--- config.mk ---
export PLATFORM = sky130hd
export DESIGN_NAME = lbus_slave
export DESIGN_NICKNAME = d
export VERILOG_FILES = /design/src/rtl/lbus_slave_pkg.sv /design/src/rtl/lbus_size_decode.sv /design/src/rtl/lbus_lane_parity.sv /design/src/rtl/lbus_regfile.sv /design/src/rtl/lbus_slave.sv
export SDC_FILE = /design/constraint.sdc
export NUM_CORES = 1
export LEC_CHECK = 0
export CAP_MARGIN = 30
export CORE_UTILIZATION = 35
export DETAILED_ROUTE_END_ITERATION = 12
export PLACE_DENSITY_LB_ADDON = 0.15
export SYNTH_ARGS = -nofsm -noshare
export SYNTH_HDL_FRONTEND = slang
export SYNTH_SLANG_ARGS = --single-unit
--- constraint.sdc ---
create_clock -name clk -period 5.3 [get_ports clk]
set_clock_uncertainty 0.15 [all_clocks]
set_input_delay 1.06 -clock clk [delete_from_list [all_inputs] [get_ports clk]]
set_output_delay 1.06 -clock clk [all_outputs]
set_load 0.005 [all_outputs]
--- src/rtl/lbus_slave_pkg.sv ---
package lbus_slave_pkg;
  localparam int LANES = 4;

  typedef enum logic [1:0] {
    SZ_WORD = 2'b00,
    SZ_BYTE = 2'b01,
    SZ_HALF = 2'b10,
    SZ_BAD  = 2'b11
  } xfer_size_e;
endpackage

--- src/rtl/lbus_size_decode.sv ---
module lbus_size_decode
  import lbus_slave_pkg::*;
(
  input  logic [1:0]       size_i,
  input  logic [1:0]       offset_i,
  output logic [LANES-1:0] lane_en_o,
  output logic             bad_o
);
  // lane_en_o[g] enables data bits [8g+7:8g]; byte offset 0 sits on the top lane
  always_comb begin
    lane_en_o = '0;
    bad_o     = 1'b0;
    unique case (xfer_size_e'(size_i))
      SZ_WORD: begin
        lane_en_o = '1;
        bad_o     = (offset_i != 2'b00);
      end
      SZ_BYTE: lane_en_o = 4'b1000 >> offset_i;
      SZ_HALF: begin
        lane_en_o = offset_i[1] ? 4'b0011 : 4'b1100;
        bad_o     = offset_i[0];
      end
      default: bad_o = 1'b1;
    endcase
  end
endmodule

--- src/rtl/lbus_lane_parity.sv ---
module lbus_lane_parity #(
  parameter int LANES = 4
) (
  input  logic [8*LANES-1:0] data_i,
  output logic [LANES-1:0]   odd_par_o
);
  for (genvar g = 0; g < LANES; g++) begin : g_lane
    assign odd_par_o[g] = ~^data_i[8*g +: 8];
  end
endmodule

--- src/rtl/lbus_regfile.sv ---
module lbus_regfile #(
  parameter int NUM_WORDS = 16,
  parameter int LANES     = 4,
  localparam int IDX_W    = $clog2(NUM_WORDS),
  localparam int DATA_W   = 8 * LANES
) (
  input  logic              clk,
  input  logic              rst_n,
  input  logic              we_i,
  input  logic [LANES-1:0]  lane_en_i,
  input  logic [IDX_W-1:0]  idx_i,
  input  logic [DATA_W-1:0] wdata_i,
  output logic [DATA_W-1:0] rdata_o
);
  logic [DATA_W-1:0] mem [NUM_WORDS];

  always_ff @(posedge clk) begin
    if (!rst_n) begin
      for (int i = 0; i < NUM_WORDS; i++) mem[i] <= '0;
    end else if (we_i) begin
      for (int l = 0; l < LANES; l++)
        if (lane_en_i[l]) mem[idx_i][8*l +: 8] <= wdata_i[8*l +: 8];
    end
  end

  assign rdata_o = mem[idx_i];
endmodule

--- src/rtl/lbus_slave.sv ---
module lbus_slave
  import lbus_slave_pkg::*;
#(
  parameter int ADDR_W    = 18,
  parameter int NUM_WORDS = 16,
  parameter int MAX_BEATS = 4,
  localparam int DATA_W   = 8 * LANES,
  localparam int WADDR_W  = ADDR_W - 2,
  localparam int IDX_W    = $clog2(NUM_WORDS),
  localparam int BEAT_W   = $clog2(MAX_BEATS)
) (
  input  logic              clk,
  input  logic              rst_n,
  input  logic              start_i,
  input  logic              rd_wr_i,
  input  logic [ADDR_W-1:0] addr_i,
  input  logic [1:0]        size_i,
  input  logic              burst_n_i,
  input  logic              bdip_i,
  input  logic              busy_i,
  input  logic [DATA_W-1:0] wdata_i,
  input  logic [LANES-1:0]  wpar_i,
  output logic [DATA_W-1:0] rdata_o,
  output logic [LANES-1:0]  rpar_o,
  output logic              ack_n_o,
  output logic              tea_n_o,
  output logic              retry_n_o
);
  logic               in_burst_q, burst_rw_q;
  logic [BEAT_W-1:0]  beat_q;
  logic [WADDR_W-1:0] baddr_q;

  logic               new_xfer, cont_beat, access, retry, err, ok, eff_rw, last_beat;
  logic [WADDR_W-1:0] eff_waddr;
  logic [1:0]         eff_off, eff_size;
  logic [LANES-1:0]   lane_en, wpar_gen;
  logic               size_bad, in_range, par_bad, burst_size_bad;
  logic [DATA_W-1:0]  rword;

  logic               ack_n_q, tea_n_q, retry_n_q;
  logic [DATA_W-1:0]  rdata_q;

  assign new_xfer  = start_i & ~in_burst_q;
  assign cont_beat = in_burst_q & bdip_i;
  assign access    = new_xfer | cont_beat;

  assign eff_waddr = new_xfer ? addr_i[ADDR_W-1:2] : baddr_q;
  assign eff_off   = new_xfer ? addr_i[1:0] : 2'b00;
  assign eff_size  = new_xfer ? size_i : SZ_WORD;
  assign eff_rw    = new_xfer ? rd_wr_i : burst_rw_q;

  lbus_size_decode u_dec (
    .size_i    (eff_size),
    .offset_i  (eff_off),
    .lane_en_o (lane_en),
    .bad_o     (size_bad)
  );

  lbus_lane_parity #(.LANES(LANES)) u_wpar (
    .data_i    (wdata_i),
    .odd_par_o (wpar_gen)
  );

  lbus_lane_parity #(.LANES(LANES)) u_rpar (
    .data_i    (rdata_q),
    .odd_par_o (rpar_o)
  );

  assign in_range       = ({1'b0, eff_waddr} < (WADDR_W+1)'(NUM_WORDS));
  assign par_bad        = ~eff_rw & (|(lane_en & (wpar_i ^ wpar_gen)));
  assign burst_size_bad = new_xfer & ~burst_n_i & (size_i != SZ_WORD);
  assign retry          = new_xfer & busy_i;
  assign err            = size_bad | ~in_range | par_bad | burst_size_bad;
  assign ok             = access & ~retry & ~err;
  assign last_beat      = (beat_q == BEAT_W'(MAX_BEATS - 2));

  lbus_regfile #(.NUM_WORDS(NUM_WORDS), .LANES(LANES)) u_regs (
    .clk       (clk),
    .rst_n     (rst_n),
    .we_i      (ok & ~eff_rw),
    .lane_en_i (lane_en),
    .idx_i     (eff_waddr[IDX_W-1:0]),
    .wdata_i   (wdata_i),
    .rdata_o   (rword)
  );

  always_ff @(posedge clk) begin
    if (!rst_n) begin
      ack_n_q   <= 1'b1;
      tea_n_q   <= 1'b1;
      retry_n_q <= 1'b1;
      rdata_q   <= '0;
    end else begin
      ack_n_q   <= ~ok;
      tea_n_q   <= ~(access & ~retry & err);
      retry_n_q <= ~retry;
      rdata_q   <= (ok & eff_rw) ? rword : '0;
    end
  end

  always_ff @(posedge clk) begin
    if (!rst_n) begin
      in_burst_q <= 1'b0;
      burst_rw_q <= 1'b0;
      beat_q     <= '0;
      baddr_q    <= '0;
    end else if (new_xfer) begin
      if (ok & ~burst_n_i) begin
        in_burst_q <= 1'b1;
        beat_q     <= '0;
        baddr_q    <= eff_waddr + 1'b1;
        burst_rw_q <= rd_wr_i;
      end
    end else if (in_burst_q) begin
      if (!bdip_i || !ok || last_beat) begin
        in_burst_q <= 1'b0;
      end else begin
        beat_q  <= beat_q + 1'b1;
        baddr_q <= baddr_q + 1'b1;
      end
    end
  end

  assign rdata_o   = rdata_q;
  assign ack_n_o   = ack_n_q;
  assign tea_n_o   = tea_n_q;
  assign retry_n_o = retry_n_q;


  one_resp_chk: assert property (@(posedge clk) disable iff (!rst_n)
    $countones({~ack_n_o, ~tea_n_o, ~retry_n_o}) <= 1);


  retry_prio_chk: assert property (@(posedge clk) disable iff (!rst_n)
    (start_i && !in_burst_q && busy_i) |=> (!retry_n_o && ack_n_o && tea_n_o));


  bad_size_chk: assert property (@(posedge clk) disable iff (!rst_n)
    (start_i && !in_burst_q && !busy_i && size_i == 2'b11) |=> !tea_n_o);


  abort_chk: assert property (@(posedge clk) disable iff (!rst_n)
    (in_burst_q && !bdip_i) |=> (ack_n_o && tea_n_o && !in_burst_q));


  beat_limit_chk: assert property (@(posedge clk) disable iff (!rst_n)
    in_burst_q |-> (int'(beat_q) <= MAX_BEATS - 2));
endmodule

==> results of run 1 <==
==> metal layers <==
layer | share of wire, % | up-vias | GRT usage, % | routed length (µm)
li1 | - | 8677 | - | -
met5 | 0 | - | 0 | 0
met2 | 50 | 507 | 35.9 | 38300
met1 | 42 | 9198 | 26.8 | 32600
met4 | 3.0 | 0 | 7.11 | 2340
met3 | 4.9 | 130 | 2.53 | 3740
==> flip-flops by register name, summed over array words and instances (netlist names) <==
register and count:
ack_n_o 1, baddr_q 16, beat_q 2, burst_rw_q 1, in_burst_q 1, rdata_o 32
retry_n_o 1, tea_n_o 1, u_regs.mem 512
==> layout by cell type (no fill, tap or decap), types with 2 or more instances in the layout <==
cell,instances
dfxtp_1,55
clkinvlp_4,3
mux2i_4,2
nor3_1,2
a311oi_1,96
xnor2_2,2
nor4_1,6
xnor3_1,4
buf_12,8
o22ai_1,2
xnor2_1,48
clkinv_2,13
clkinv_1,8
clkbuf_16,61
clkdlybuf4s50_1,100
inv_1,7
buf_4,116
a211oi_1,32
o21ai_0,70
a21boi_0,2
a21o_1,4
a31oi_1,32
ha_1,6
clkbuf_8,5
bufinv_16,11
nand2b_1,2
clkbuf_1,11
nand3_4,10
mux2i_1,4
xor2_1,4
and3_1,73
edfxtp_1,512
nand3_1,133
nand2_1,570
a21oi_1,9
nand4_1,4
nor2_1,518
nand3_2,7
==> final timing paths <==
check / from / to / slack (ns) / cells after the start
min: baddr_q[1] / baddr_q[1] / 0.31 / 2
min reg2reg: baddr_q[1] / baddr_q[1] / 0.31 / 2
max reg2reg: in_burst_q / u_regs.mem[10][18] / 1.77 / 9
max: wdata_i[2] / u_regs.mem[10][18] / 1.11 / 10
==> stage by stage <==
step           instance area (µm²)  util (%)  hold slack [ns]
6_report                     30100      41.7            0.314
5_1_grt                      30100      41.7            0.331
4_1_cts                      30100      41.7            0.317
3_5_place_dp                 28000      38.8            0.309
3_3_place_gp                 27900      38.8            0.299
2_1_floorplan                25700         -            0.287
==> cell families (layout without fill, tap and decap cells) <==
logic type / after synthesis / after routing
AO/OA/AOI/OAI: 259 / 259
flip-flops: 567 / 567
adder cells (fa/ha/maj): 6 / 6
buffers and inverters: 214 / 346
AND/OR/NAND/NOR: 1332 / 1332
XOR/XNOR: 58 / 58
multiplexers: 6 / 6
==> tightest hold or removal path: cells and delay by family, from the launching register on <==
kind,cells,cell delay (ns)
and+or+nand+nor,1,0.05
DFF,1,0.31
muxes,1,0.06
==> report_power, final <==
| group | internal [µW] | switching (µW) |
|---|---|---|
| Clock | 2700 | 1770 |
| Sequential | 5000 | 43.7 |
| Combinational | 290 | 668 |
==> cell usage after synthesis, types with 5 or more instances <==
master / count
inv_1: 8
edfxtp_1: 512
and3_1: 73
dfxtp_1: 55
a211oi_1: 32
mux2i_1: 6
buf_6: 31
a21oi_1: 10
nand3_4: 10
nor4_1: 6
buf_1: 13
xnor2_1: 48
a21o_1: 5
buf_2: 9
nand3_2: 6
ha_1: 6
nor2_1: 518
clkbuf_1: 153
nand2_1: 571
o21ai_0: 70
nand3_1: 134
a311oi_1: 96
a31oi_1: 32
==> area by class of cell <==
type	count	share of cell area (%)
multi-input combinational	1661	27.3
sequential	567	54.8
timing repair buffer	226	6.87
clock inverter	35	1.49
inverter	8	0.108
tap	950	3.95
clock buffer	77	5.44
==> results.yml, run 1 <==
logic_synthesis:
  synth_flop_cell: "edfxtp_1"
  netlist_instances: 2442
  synth_top_family_by_area: "simple AND/OR/NAND/NOR gates"
  yosysWarnings: 0
  syn_area_um2: 25700
  synth_top_cell_by_area: "edfxtp_1"
  avgSynthCellArea_um2: 10.5
  synth-compound-area-share_pct: 7.20
  ys_ff_latch: 567
  synth-seq-area-share_pct: 64.2
  yosys.area_share.adder_pct: 0.292
  ys_async_sr_fraction_pct: 0
  muxShareOfSynthArea_pct: 0.234
  synth_edf_count: 512
  synth_area_leaders: "edfxtp_1, nand2_1, nor2_1, dfxtp_1, a311oi_1"
  netlist-cell-type-count: 47
  synth_xor_area_share_pct: 2.25
  synth-simple-area-share_pct: 21.8
  syn-num-nets: 2511
  yosysTopAreaCellShare_pct: 59.9
sta:
  worst_slew_pin_slew_ns: 1.01
  tns_ns: 0
  max_freq_mhz: 239
  rsz0062_at_grt: "false"
  setup_slack_ns: 1.11
  relSlewSlack_pct: 32.3
  hold_violations: 0
  slew_violations: 0
  finalSetupViolCount: 0
  period_share_pct: 79.0
  min_period_ns: 4.19
floorplanning:
  fp.dieH_um: 273
  rows: 98
  die_x_um: 273
  ios: 102
  die_area_um2: 74500
  coreArea_um2: 72100
  start_util_pct: 35.6
clock_tree:
  numCtsBuffers: 60
  htree_levels: 2
  hold_buffers: 0
  clock-sinks: 567
  cts_resized: 0
  root_buffer: "clkbuf_16"
  cts_setup_buffers: 0
  clock_path_buffers: 3
  cts_tree: "done"
  worstSkewPairLatency_ns: 0.63
  clkTransAtPathRegs_ns: 0.06
detailed_routing:
  drc: 0
  drt_iter0_drc: 1577
  routedWlPerCell_um: 21.9
  postRouteWirelength_um: 77000
  via_count: 18500
  final_antenna_net_count: 0
  first_pass_iters: 7
  viasPerCell: 5.25
final_layout:
  multi_input_area_um2: 8220
  fin_nets: 2593
  n_antenna_cell: 0
  regArea_um2: 16500
  syn_to_final_growth_pct: 17.1
  drive_above_1_share_pct: 9.75
  fillers: 6924
  finalNonFillerCells: 3524
power_and_ir_drop:
  peakVddDrop_v: 0.000275
  p_total_uw: 10500
  p_per_area_nw_per_um2: 348
  power_leakage_uw: 0.0107
hold_path:
  holdCritPathClass: "flop to flop"
global_route:
  grtUsageTotal_pct: 20.8
  grt_overflow: 0
  grt_pass1_vias: 18600
  grt_pass1_wl_um: 116000
  grt_max_degree: 130
  antenna_found_initial: 0
worst_setup_path:
  critPathMaxStageDelay_ns: 0.44
  worst_setup_path_end_kind: "flop"
  worstPathRequired_ns: 5.48
  path_cells: "clkdlybuf4s50_1 > xnor2_1 > xnor3_1 > xnor2_1 > o22ai_2 > nor4_4 > buf_4 > nand3_4 > o21ai_0 > buf_4"
  crit_family: "buffers and inverters"
  path_class: "input port to flop"
  start_kind: "input port"
  worstPathArrival_ns: 4.37
  critPathBufInv: 3
  critPathMaxFanout: 21
  critPathSlowestCell: "clkdlybuf4s50_1"
flow_run:
  max_cap_violations: 0
run_status:
  status: "complete, no violations"
place:
  dpl.hpwl_um: 47700
  dpl.cell_count: 3412
  gp_congestion: 0.793
  portBuffers: 101
  dpl_worst_slack_ns: 0.464
Note: power is estimated with default switching activity, not from simulation.
==> run 2: changes to the inputs <==
- clock period: 5.3 -> 4.4 ns (I/O delays scaled with it)
==> run 2 against run 1 <==
Against the previous run: critical path depth did not move; cell area rose by 2.5%; highest routed layer unchanged; non-clock buffer count rose by 74; die area did not move; critical endpoint is now u_regs.mem[1][7]; clock power rose by 23%; sequential share of layout area fell by 1.3 points; sequential cell count did not move; combinational power rose by 26%; worst hold slack improved by 0.0029 ns; critical path type unchanged; power rose by 22%; via count rose by 1.2%; first-iteration DRC count rose by 4.7%.
==> results.yml, run 2 (synthesized netlist as in run 1, its figures left out) <==
floorplanning:
  fp.dieH_um: 273
  coreArea_um2: 72100
  start_util_pct: 35.6
  rows: 98
  die_area_um2: 74500
  die_x_um: 273
  ios: 102
detailed_routing:
  drc: 0
  first_pass_iters: 7
  routedWlPerCell_um: 21.3
  viasPerCell: 5.20
  drt_iter0_drc: 1651
  final_antenna_net_count: 0
  via_count: 18700
  postRouteWirelength_um: 76600
sta:
  finalSetupViolCount: 0
  relSlewSlack_pct: 40.6
  slew_violations: 0
  rsz0062_at_grt: "false"
  period_share_pct: 84.0
  max_freq_mhz: 271
  hold_violations: 0
  min_period_ns: 3.70
  tns_ns: 0
  worst_slew_pin_slew_ns: 0.888
final_layout:
  fillers: 6933
  final_cell_mix: "nand2_1, nor2_1, edfxtp_1, buf_4, nand3_1"
  final_design_area_no_fill_um2: 30800
  drive_above_1_share_pct: 12.4
  final_common_cell: "nand2_1"
  multi_input_area_um2: 8220
  regArea_um2: 16500
  fin_util_pct: 42.7
  largest-register: "u_regs.mem"
  syn_to_final_growth_pct: 20.0
  fin_nets: 2668
  largest_reg_flops: 512
  n_antenna_cell: 0
worst_setup_path:
  worst_setup_path_end_kind: "flop"
  r2r_start: "in_burst_q"
  worstPathRequired_ns: 4.58
  worstPathArrival_ns: 3.88
  start_kind: "input port"
  startpoint: "wdata_i[5]"
  cp-endpoint: "u_regs.mem[1][7]"
  critPathMaxFanout: 16
  r2r_cells: 10
  path_class: "input port to flop"
  r2r_slack_ns: 1.04
  r2r-end: "rdata_o[24]"
clock_tree:
  numCtsBuffers: 61
  cts_setup_buffers: 0
  worstSkewPairLatency_ns: 0.62
  htree_levels: 2
  clock_path_buffers: 3
  clock-sinks: 567
  clkTransAtPathRegs_ns: 0.06
  root_buffer: "clkbuf_16"
  cts_resized: 0
  cts_tree: "done"
  hold_buffers: 0
place:
  dpl.hpwl_um: 49700
  placed_cell_area_um2: 28700
  gp_congestion: 0.834
  portBuffers: 101
run_status:
  status: "complete, no violations"
flow_run:
  max_cap_violations: 0
global_route:
  antenna_found_initial: 1
  grt_pass1_vias: 18900
  grt_overflow: 0
  grt_max_degree: 85
  grt_pass1_wl_um: 115000
  grtUsageTotal_pct: 20.5
power_and_ir_drop:
  power_leakage_uw: 0.0111
  p_per_area_nw_per_um2: 415
  peakVddDrop_v: 0.000338
hold_path:
  min_from: "baddr_q[1]"
  holdCritPathClass: "flop to flop"
run 2: changes by cell type in the layout (fill, tap and decap cells not counted), moves of 2 or more:
cell        change
buf_4          +64
clkbuf_16       +2
buf_12         +11
clkinvlp_4      +2
clkbuf_8        -2
run 2: worst max-delay path, stage by stage:
cell and delay, ns:
clkdlybuf4s50_1 0.49, xnor2_1 0.13, xnor3_1 0.43, xnor2_1 0.37, o22ai_2 0.18, nor4_4 0.34
buf_12 0.23, nand3_4 0.32, o21ai_0 0.29, buf_4 0.21
run 2: cell type report:
class                           instances  share of cell area [%]
Clock buffer                           77                    5.38
Clock inverter                         39                    1.64
Inverter                                8                   0.106
Multi-Input combinational cell       1661                    26.7
Sequential cell                       567                    53.5
Tap cell                              950                    3.86
Timing Repair Buffer                  300                    8.88
run 2: stage by stage:
stage	hold WS, ns	power (µW)	cells	worst slack, ns
after floorplan	0.287	6810	2442	0.416
after global placement	0.302	7400	3486	0.101
after detailed placement	0.308	7410	3486	0.0425
after CTS	0.316	12900	3602	0.700
after global routing	0.345	13200	3602	0.510
final	0.316	12800	3602	0.704
run 2: power breakdown:
part,leakage (µW),internal [µW],switching (µW)
Combinational,0.00433,396,817
Clock,0.00105,3360,2150
Sequential,0.00572,6020,54.5
Total,0.0111,9780,3020
run 2: layer usage:
layer | GRT usage, % | vias to the layer above | share of wire [%]
li1 | - | 8828 | -
met1 | 26.2 | 9262 | 42
met2 | 35.7 | 531 | 50
met3 | 2.52 | 109 | 4.7
met4 | 7.50 | 0 | 3.1
met5 | 0 | - | 0
run 2: worst min-delay path by stage:
stage	end	slack (ns)	cells after the start
after floorplan	baddr_q[0]	0.29	2
after global placement	baddr_q[1]	0.30	2
after detailed placement	baddr_q[1]	0.31	2
after CTS	baddr_q[1]	0.32	2
after global routing	baddr_q[12]	0.34	1
final	baddr_q[1]	0.32	2
